<file path="src/rtl/refsch_pkg.sv">
package refsch_pkg;

    typedef enum logic [1:0] {
        SR_NORMAL = 2'd0,
        SR_HOLD   = 2'd1,
        SR_WAKE   = 2'd2
    } sr_state_e;

    // Saturating credit update: one in per interval end, one out per refresh.
    function automatic int credit_step(int cur, bit inc, bit dec, int cap);
        if (inc && !dec)
            return (cur >= cap) ? cap : cur + 1;
        else if (dec && !inc)
            return (cur == 0) ? 0 : cur - 1;
        return cur;
    endfunction

endpackage

</file>
<file path="src/rtl/refsch_interval.sv">
module refsch_interval #(
    parameter int INTERVAL_CYC = 1300
) (
    input  logic clk,
    input  logic rst,
    input  logic run,
    output logic tick
);
    localparam int TW = $clog2(INTERVAL_CYC);
    localparam logic [TW-1:0] LAST = TW'(INTERVAL_CYC - 1);

    logic [TW-1:0] tmr;

    always_ff @(posedge clk) begin
        if (rst || !run)
            tmr <= '0;
        else if (tmr == LAST)
            tmr <= '0;
        else
            tmr <= tmr + 1'b1;
    end

    assign tick = run && (tmr == LAST);
endmodule

</file>
<file path="src/rtl/refsch_credit.sv">
module refsch_credit
    import refsch_pkg::*;
#(
    parameter int MAX_CREDIT = 8,
    parameter int LOW_THRESH = 4
) (
    input  logic clk,
    input  logic rst,
    input  logic run,
    input  logic tick,
    input  logic grant,
    input  logic arb_idle,
    input  logic guard_open,
    output logic [$clog2(MAX_CREDIT+1)-1:0] credit,
    output logic ref_req,
    output logic ref_urgent,
    output logic grant_acc
);
    localparam int CW = $clog2(MAX_CREDIT + 1);
    localparam logic [CW-1:0] CAP = CW'(MAX_CREDIT);
    localparam logic [CW-1:0] THR = CW'(LOW_THRESH);

    assign ref_req    = run && !guard_open && (credit != '0) &&
                        (arb_idle || credit >= THR);
    assign ref_urgent = run && (credit == CAP);
    assign grant_acc  = grant && ref_req;

    always_ff @(posedge clk) begin
        if (rst || !run)
            credit <= '0;
        else
            credit <= CW'(credit_step(int'(credit), tick, grant_acc, MAX_CREDIT));
    end
endmodule

</file>
<file path="src/rtl/refsch_guard.sv">
module refsch_guard #(
    parameter int RFC_CYC = 12
) (
    input  logic clk,
    input  logic rst,
    input  logic start,
    output logic open_win
);
    localparam int RW = $clog2(RFC_CYC);
    logic [RW-1:0] cnt;

    always_ff @(posedge clk) begin
        if (rst)
            cnt <= '0;
        else if (start)
            cnt <= RW'(RFC_CYC - 1);
        else if (cnt != '0)
            cnt <= cnt - 1'b1;
    end

    assign open_win = (cnt != '0);
endmodule

</file>
<file path="src/rtl/refsch_srfsm.sv">
module refsch_srfsm
    import refsch_pkg::*;
#(
    parameter int XS_NONREAD_CYC = 13,
    parameter int XS_READ_CYC    = 200
) (
    input  logic      clk,
    input  logic      rst,
    input  logic      enter_ok,
    input  logic      enter_req,
    input  logic      exit_req,
    output sr_state_e state,
    output logic      cke,
    output logic      nonread_ok,
    output logic      read_ok
);
    localparam int XW = $clog2(XS_READ_CYC);
    localparam logic [XW-1:0] XNR  = XW'(XS_NONREAD_CYC);
    localparam logic [XW-1:0] XEND = XW'(XS_READ_CYC - 1);

    logic [XW-1:0] xcnt;

    always_ff @(posedge clk) begin
        if (rst) begin
            state <= SR_NORMAL;
            xcnt  <= '0;
        end else begin
            case (state)
                SR_NORMAL: if (enter_req && enter_ok) state <= SR_HOLD;
                SR_HOLD: if (exit_req) begin
                    state <= SR_WAKE;
                    xcnt  <= '0;
                end
                SR_WAKE: begin
                    if (xcnt == XEND) state <= SR_NORMAL;
                    else xcnt <= xcnt + 1'b1;
                end
                default: state <= SR_NORMAL;
            endcase
        end
    end

    assign cke        = (state != SR_HOLD);
    assign read_ok    = (state == SR_NORMAL);
    assign nonread_ok = read_ok || (state == SR_WAKE && xcnt >= XNR);
endmodule

</file>
<file path="src/rtl/refresh_sched.sv">
module refresh_sched
    import refsch_pkg::*;
#(
    parameter int INTERVAL_CYC   = 1300,
    parameter int RFC_CYC        = 12,
    parameter int MAX_CREDIT     = 8,
    parameter int LOW_THRESH     = 4,
    parameter int XS_NONREAD_CYC = 13,
    parameter int XS_READ_CYC    = 200
) (
    input  logic clk,
    input  logic rst,
    input  logic arb_idle,
    input  logic ref_grant,
    input  logic sr_enter_req,
    input  logic sr_exit_req,
    output logic ref_req,
    output logic ref_urgent,
    output logic act_block,
    output logic busy,
    output logic cke,
    output logic nonread_ok,
    output logic read_ok
);
    localparam int CW = $clog2(MAX_CREDIT + 1);

    sr_state_e     state;
    logic          run, tick, guard_open, grant_acc;
    logic [CW-1:0] credit;

    assign run = (state == SR_NORMAL);

    refsch_interval #(.INTERVAL_CYC(INTERVAL_CYC)) u_ivl (
        .clk(clk), .rst(rst), .run(run), .tick(tick)
    );

    refsch_credit #(.MAX_CREDIT(MAX_CREDIT), .LOW_THRESH(LOW_THRESH)) u_cred (
        .clk(clk), .rst(rst), .run(run), .tick(tick), .grant(ref_grant),
        .arb_idle(arb_idle), .guard_open(guard_open), .credit(credit),
        .ref_req(ref_req), .ref_urgent(ref_urgent), .grant_acc(grant_acc)
    );

    refsch_guard #(.RFC_CYC(RFC_CYC)) u_grd (
        .clk(clk), .rst(rst), .start(grant_acc), .open_win(guard_open)
    );

    refsch_srfsm #(.XS_NONREAD_CYC(XS_NONREAD_CYC), .XS_READ_CYC(XS_READ_CYC)) u_sr (
        .clk(clk), .rst(rst), .enter_ok(!guard_open && !grant_acc),
        .enter_req(sr_enter_req), .exit_req(sr_exit_req), .state(state),
        .cke(cke), .nonread_ok(nonread_ok), .read_ok(read_ok)
    );

    assign busy      = !run || guard_open;
    assign act_block = busy || ref_urgent;
endmodule

</file>
<file path="config.mk">
export PLATFORM = sky130hd
export DESIGN_NAME = refresh_sched
export DESIGN_NICKNAME = d
export VERILOG_FILES = /design/src/rtl/refsch_pkg.sv /design/src/rtl/refsch_interval.sv /design/src/rtl/refsch_credit.sv /design/src/rtl/refsch_guard.sv /design/src/rtl/refsch_srfsm.sv /design/src/rtl/refresh_sched.sv
export SDC_FILE = /design/constraint.sdc
export NUM_CORES = 1
export LEC_CHECK = 0
export BUFFER_PORTS_ARGS = -buffer_cell sky130_fd_sc_hd__buf_2
export CAP_MARGIN = 40
export CORE_ASPECT_RATIO = 1.5
export CORE_MARGIN = 2
export CORE_UTILIZATION = 58
export CTS_CLUSTER_SIZE = 10
export DETAILED_ROUTE_END_ITERATION = 6
export GPL_TIMING_DRIVEN = 0
export PLACE_DENSITY = 0.82
export SKIP_LAST_GASP = 1
export SYNTH_ARGS = -nofsm -noshare
export SYNTH_HDL_FRONTEND = slang
export SYNTH_SLANG_ARGS = --single-unit
</file>
<file path="constraint.sdc">
create_clock -name clk -period 3.3 [get_ports clk]
set_input_delay 0.33 -clock clk [delete_from_list [all_inputs] [get_ports clk]]
set_output_delay 0.33 -clock clk [all_outputs]
set_load 0.02 [all_outputs]
</file>
==> results_dict.tcl, run 1 <==
set metrics [dict create \
    hold_class "in2reg" \
    post_cts_resized 0 \
    power_density_nw_per_um2 457 \
    grt_max_degree 11 \
    gr-total-overflow 0 \
    placed_cells 219 \
    insertedDiodeCount 0 \
    endpoint_kind "flip-flop" \
    cp-start-kind "flip-flop" \
    power.leakage_nw 0.695 \
    row_count 22 \
    dp_hpwl_mm 2.33 \
    finalSetupViolCount 0 \
    ant_nets 0 \
    cts_buffers 5 \
    synthesis.area_um2 1540 \
    fmax_mhz 357 \
    synth_top_area_share_pct 37.7 \
    p_int_mw 0.614 \
    stdcell_count 227 \
    globalplace.congestion 0.884 \
    grtUsageTotal_pct 24.6 \
    fin_util_pct 69.9 \
    hold_viol_final 0 \
    relSlewSlack_pct 72.7 \
    avgSynthCellArea_um2 8.42 \
    worstPathArrival_ns 3.03 \
    nNetsFinal 217 \
    clk_latency_ns 0.34 \
    seqCellArea_um2 581 \
    min_delay_path_depth 3 \
    status "complete, no violations" \
    htree_num_levels 2 \
    skew_ns 0.00719 \
    initial_core_util_pct 62.2 \
    synthCells 183 \
    critPathTopFamily "simple AND/OR/NAND/NOR gates" \
    ctsHoldBuffers 0 \
    clock-root-buffer "clkbuf_4" \
    endpoint "u_cred.credit[2]" \
    core-area_um2 2480 \
    postCtsSetupBuffers 0 \
    ys_ff_latch 29 \
    netSwitchingPower_mw 0.179 \
    tritoncts "done" \
    path_cells "ha_1 > nor4bb_1 > nand4b_1 > or3_2 > inv_1 > ha_1 > nor2b_1 > nor2b_1 > nor4_1 > a2111oi_0" \
    post-route-min-period_ns 2.80 \
    vias_per_cell 5.91 \
    drv_cap 0 \
    p_clk_share_pct 46.2 \
    fillers 210 \
    clk_path_buf_depth 2 \
    worstMarginPinSlew_ns 0.409 \
    fin_setup_tns_ns 0 \
    seqPwrFrac_pct 46.2 \
    dr.pass1.iters 4 \
    synth_top_area_cell "dfxtp_1" \
    fin_crit_sh_pct 85.0 \
    swShare_pct 22.6 \
    synth_cell_types 44 \
    final_layout_size_suffix_gt1_share_pct 14.3 \
    antenna_found_initial 0 \
    fin_area_um2 1730 \
    synth_edf_count 0 \
    io_buffers 12 \
    rr_worst_depth 10 \
    clock-sinks 29 \
    r2r-start "u_ivl.tmr[0]" \
    cp.depth 10 \
    placed_area_um2 1630 \
    drt_wl_total_mm 3.12 \
    p_comb_share_pct 7.6 \
    vdd_drop_max_v 0.000490 \
    crit_start "u_ivl.tmr[0]" \
    cp_slowest_cell "or3_2" \
    seq_area_frac_synth_pct 37.7 \
    via_count 1342 \
    fin_total_pwr_mw 0.793 \
    yosysWarnings 0 \
    fp.dieW_um 46.1 \
    path_max_fanout 5 \
    areaGrowthSynthToFinish_pct 12.5 \
    first_iter_violations 43 \
    clk_pin_slew_ns 0.09 \
    worstSetupPathType "reg2reg" \
    die_y_um 67.1 \
    rsz0062_at_grt "no" \
    grt_pass1_vias 1284 \
    rrSetupSlack_ns 0.50 \
    wl_per_cell_um 13.7 \
    crit-reg2reg-capture "u_cred.credit[2]" \
    synth_commonest_cells "dfxtp_1, nor2_1, xor2_1" \
    design.die.area_um2 3090 \
    critPathBufInv 1 \
    grt_first_pass_wirelength_mm 5.49 \
    maxSlewViolCount 0 \
    syn_nets 198 \
    multi_input_area_um2 901 \
    ioPinCount 13 \
    drc 0 \
    required_ns 3.52 \
    ys.flop_type "dfxtp_1" \
    ys_async_sr_fraction_pct 0 \
    synth.area.top_cells "dfxtp_1, ha_1, xor2_1" \
    cp_slowest_stage_delay_ns 0.44 \
    synth_most_common_cell "dfxtp_1" \
]
==> layout make-up <==
| type | count | area share, % |
|---|---|---|
| multi-input cells | 139 | 52.0 |
| plain buffers | 5 | 1.23 |
| repair buffers | 12 | 3.47 |
| inverters | 10 | 2.17 |
| flip-flops and latches | 29 | 33.5 |
| clock inverters | 3 | 3.75 |
| well taps | 24 | 1.73 |
| clock buffers | 5 | 2.17 |
==> through the flow <==
stage / hold WS (ns) / setup WS [ns]
after floorplan: 0.437 / 0.804
after global placement: 0.463 / 0.597
after detailed placement: 0.471 / 0.563
after CTS: 0.230 / 0.526
after global routing: 0.275 / 0.237
final: 0.244 / 0.496
==> tightest hold or removal path: stages <==
cell	delay, ns
buf_2	0.08
a31oi_1	0.07
nor2_1	0.07
==> power by group through the flow <==
stage / Sequential [mW] / Clock, mW / Combinational, mW
CTS: 0.366 / 0.374 / 0.0612
floorplan: 0.371 / 0 / 0.0419
global placement: 0.373 / 0 / 0.0590
finish: 0.366 / 0.366 / 0.0605
detailed placement: 0.374 / 0 / 0.0610
global route: 0.367 / 0.390 / 0.0669
==> per-layer routing <==
metal  share of wire, %  global-route usage (%)
met5                  0                       0
met4                2.2                    12.5
met3                4.2                    7.32
met2                 53                    42.2
met1                 40                    26.2
==> cells in the final DEF, fill, tap and decap left out, types with 2 or more instances in the layout <==
cell and instances:
dfxtp_1 29, nor2_1 25, buf_2 14, xor2_1 11, inv_1 10, nand2_1 10, a21oi_1 10, nand3_1 9
ha_1 9, o21ai_0 8, nor3_1 5, nand2b_1 5, clkbuf_4 5, and3_1 4, nor2b_1 4, or3_1 4
clkbuf_1 3, o31ai_1 3, nand4_1 3, or4b_1 2, nor4_1 2, a31oi_1 2, bufinv_16 2
==> cells by family after synthesis <==
kind of cell / synth area share (%)
adder cells (fa/ha/maj): 7.31
XOR/XNOR: 6.82
flip-flops: 37.7
multiplexers: 0.731
buffers and inverters: 3.82
AND/OR/NAND/NOR: 31.1
AO/OA/AOI/OAI: 12.5
==> flip-flops by register name, summed over array words and instances, names as in the netlist <==
signal and count:
u_grd.cnt 4, u_cred.credit 4, u_sr.xcnt 8, u_sr.state 2, u_ivl.tmr 11
==> how the worst min path moves through the flow <==
stage | startpoint | to | slack [ns]
final | sr_enter_req | u_sr.state[0] | 0.24
after global routing | sr_enter_req | u_sr.state[0] | 0.27
after CTS | sr_enter_req | u_sr.state[0] | 0.23
after detailed placement | u_ivl.tmr[0] | u_ivl.tmr[0] | 0.47
after global placement | u_ivl.tmr[0] | u_ivl.tmr[0] | 0.46
after floorplan | u_ivl.tmr[0] | u_ivl.tmr[0] | 0.44
Note: power is estimated with default switching activity, not from simulation.
==> run 2: changes to the inputs <==
==> constraint.sdc (replaced) <==
create_clock -name clk -period 2.8 [get_ports clk]
set_input_delay 0.28 -clock clk [delete_from_list [all_inputs] [get_ports clk]]
set_output_delay 0.28 -clock clk [all_outputs]
set_load 0.02 [all_outputs]
==> results_dict.tcl, run 2 (synthesized netlist as in run 1, its figures left out) <==
set metrics [dict create \
    status "complete, no violations" \
    antenna_found_initial 0 \
    core-area_um2 2480 \
    cp-start-kind "flip-flop" \
    ant_nets 0 \
    ioPinCount 13 \
    worstPathArrival_ns 2.80 \
    vdd_drop_max_v 0.000578 \
    ctsHoldBuffers 0 \
    hold_class "in2reg" \
    post_cts_resized 0 \
    die_y_um 67.1 \
    cp_slowest_cell "or3_2" \
    postCtsSetupBuffers 0 \
    htree_num_levels 2 \
    post-route-min-period_ns 2.57 \
    fillers 210 \
    rsz0062_at_grt "yes" \
    fin_setup_tns_ns 0 \
    final_layout_size_suffix_gt1_share_pct 16.8 \
    nNetsFinal 216 \
    clk_latency_ns 0.34 \
    clock-sinks 29 \
    first_iter_violations 46 \
    drv_cap 0 \
    most-common-layout-cells "dfxtp_1, nor2_1, buf_2, xor2_1" \
    required_ns 3.03 \
    relSlewSlack_pct 73.5 \
    path_cells "ha_2 > nor4bb_2 > nand4b_1 > or3_2 > inv_1 > ha_1 > nor2b_2 > nor2b_1 > nor4_1 > a2111oi_0" \
    endpoint_kind "flip-flop" \
    regMostFlops "u_ivl.tmr" \
    row_count 22 \
    power_density_nw_per_um2 535 \
    power.leakage_nw 0.692 \
    worstSetupPathType "reg2reg" \
    critPathTopFamily "simple AND/OR/NAND/NOR gates" \
    io_buffers 12 \
    hold_viol_final 0 \
    areaGrowthSynthToFinish_pct 13.5 \
    clock-root-buffer "clkbuf_4" \
    initial_core_util_pct 62.2 \
    vias_per_cell 5.99 \
    fin_crit_sh_pct 91.8 \
    maxSlewViolCount 0 \
    worstMarginPinSlew_ns 0.397 \
    finalSetupViolCount 0 \
    dr.pass1.iters 4 \
    hold_ws_ns 0.191 \
    design.die.area_um2 3090 \
    largest_reg_flops 11 \
    clk_pin_slew_ns 0.09 \
    cts_buffers 5 \
    fmax_mhz 389 \
    clk_path_buf_depth 2 \
    final_common_cell "dfxtp_1" \
    wl_per_cell_um 13.8 \
    grt_pass1_vias 1284 \
    gr-total-overflow 0 \
    via_count 1353 \
    grtUsageTotal_pct 24.6 \
    globalplace.congestion 0.884 \
    largest_registers "u_ivl.tmr (11), u_sr.xcnt (8)" \
    path_max_fanout 5 \
    grt_first_pass_wirelength_mm 5.49 \
    tritoncts "done" \
    fp.dieW_um 46.1 \
    insertedDiodeCount 0 \
    dp_hpwl_mm 2.33 \
    drt_wl_total_mm 3.12 \
    grt_max_degree 11 \
    cp_slowest_stage_delay_ns 0.44 \
    critPathBufInv 1 \
    drc 0 \
    fin_util_pct 70.6 \
    skew_ns 0.00739 \
]
run 2: cell count changes in the layout (fill, tap and decap cells not counted):
| cell | before | now |
|---|---|---|
| ha_2 | 0 | 1 |
| clkbuf_1 | 3 | 2 |
| nor4_2 | 0 | 1 |
| ha_1 | 9 | 8 |
| dfxtp_2 | 0 | 1 |
| nor4_1 | 2 | 1 |
| nor4bb_1 | 1 | 0 |
| nor4bb_2 | 0 | 1 |
| dfxtp_1 | 29 | 28 |
| nor2b_1 | 4 | 3 |
| nor2b_2 | 0 | 1 |
run 2: layout make-up:
class / count / area [µm²] / area share [%]
Multi-Input combinational cell: 139 / 918 / 52.5
Sequential cell: 29 / 582 / 33.3
Clock inverter: 3 / 65.1 / 3.72
Timing Repair Buffer: 12 / 60.1 / 3.44
Clock buffer: 5 / 37.5 / 2.15
Inverter: 10 / 37.5 / 2.15
Tap cell: 24 / 30.0 / 1.72
Buffer: 4 / 17.5 / 1.00
run 2: routing by layer:
metal / vias to the layer above / GRT usage, % / part of all wire, %
met5: - / 0 / 0
met4: 0 / 12.5 / 2.1
met3: 7 / 7.32 / 4.9
met2: 36 / 42.2 / 54
met1: 629 / 26.2 / 39
li1: 681 / - / -
run 2: power breakdown:
group	switching, mW	internal (mW)	leakage (nW)
Sequential	0.0119	0.420	0.235
Clock	0.156	0.276	0.0552
Combinational	0.0438	0.0278	0.402
Total	0.211	0.724	0.692
run 2: final timing paths:
path | start | endpoint | slack [ns] | depth (start not counted)
max | u_ivl.tmr[1] | u_cred.credit[2] | 0.23 | 10
min | sr_enter_req | u_sr.state[0] | 0.19 | 3
max reg2reg | u_ivl.tmr[1] | u_cred.credit[2] | 0.23 | 10
min reg2reg | u_ivl.tmr[0] | u_ivl.tmr[0] | 0.46 | 1
run 2: metrics by stage:
| step | std cells | cell area (µm²) | worst slack, ns | total power [mW] |
|---|---|---|---|---|
| finish | 226 | 1750 | 0.229 | 0.935 |
| global route | 226 | 1750 | -0.00851 | 0.973 |
| CTS | 227 | 1730 | 0.0256 | 0.945 |
| detailed placement | 219 | 1630 | 0.0630 | 0.513 |
| global placement | 219 | 1630 | 0.0967 | 0.510 |
| floorplan | 183 | 1540 | 0.304 | 0.487 |
run 2: worst min-delay path, stage by stage:
cell     delay, ns
buf_2         0.08
a31oi_1       0.07
nor2_1        0.07
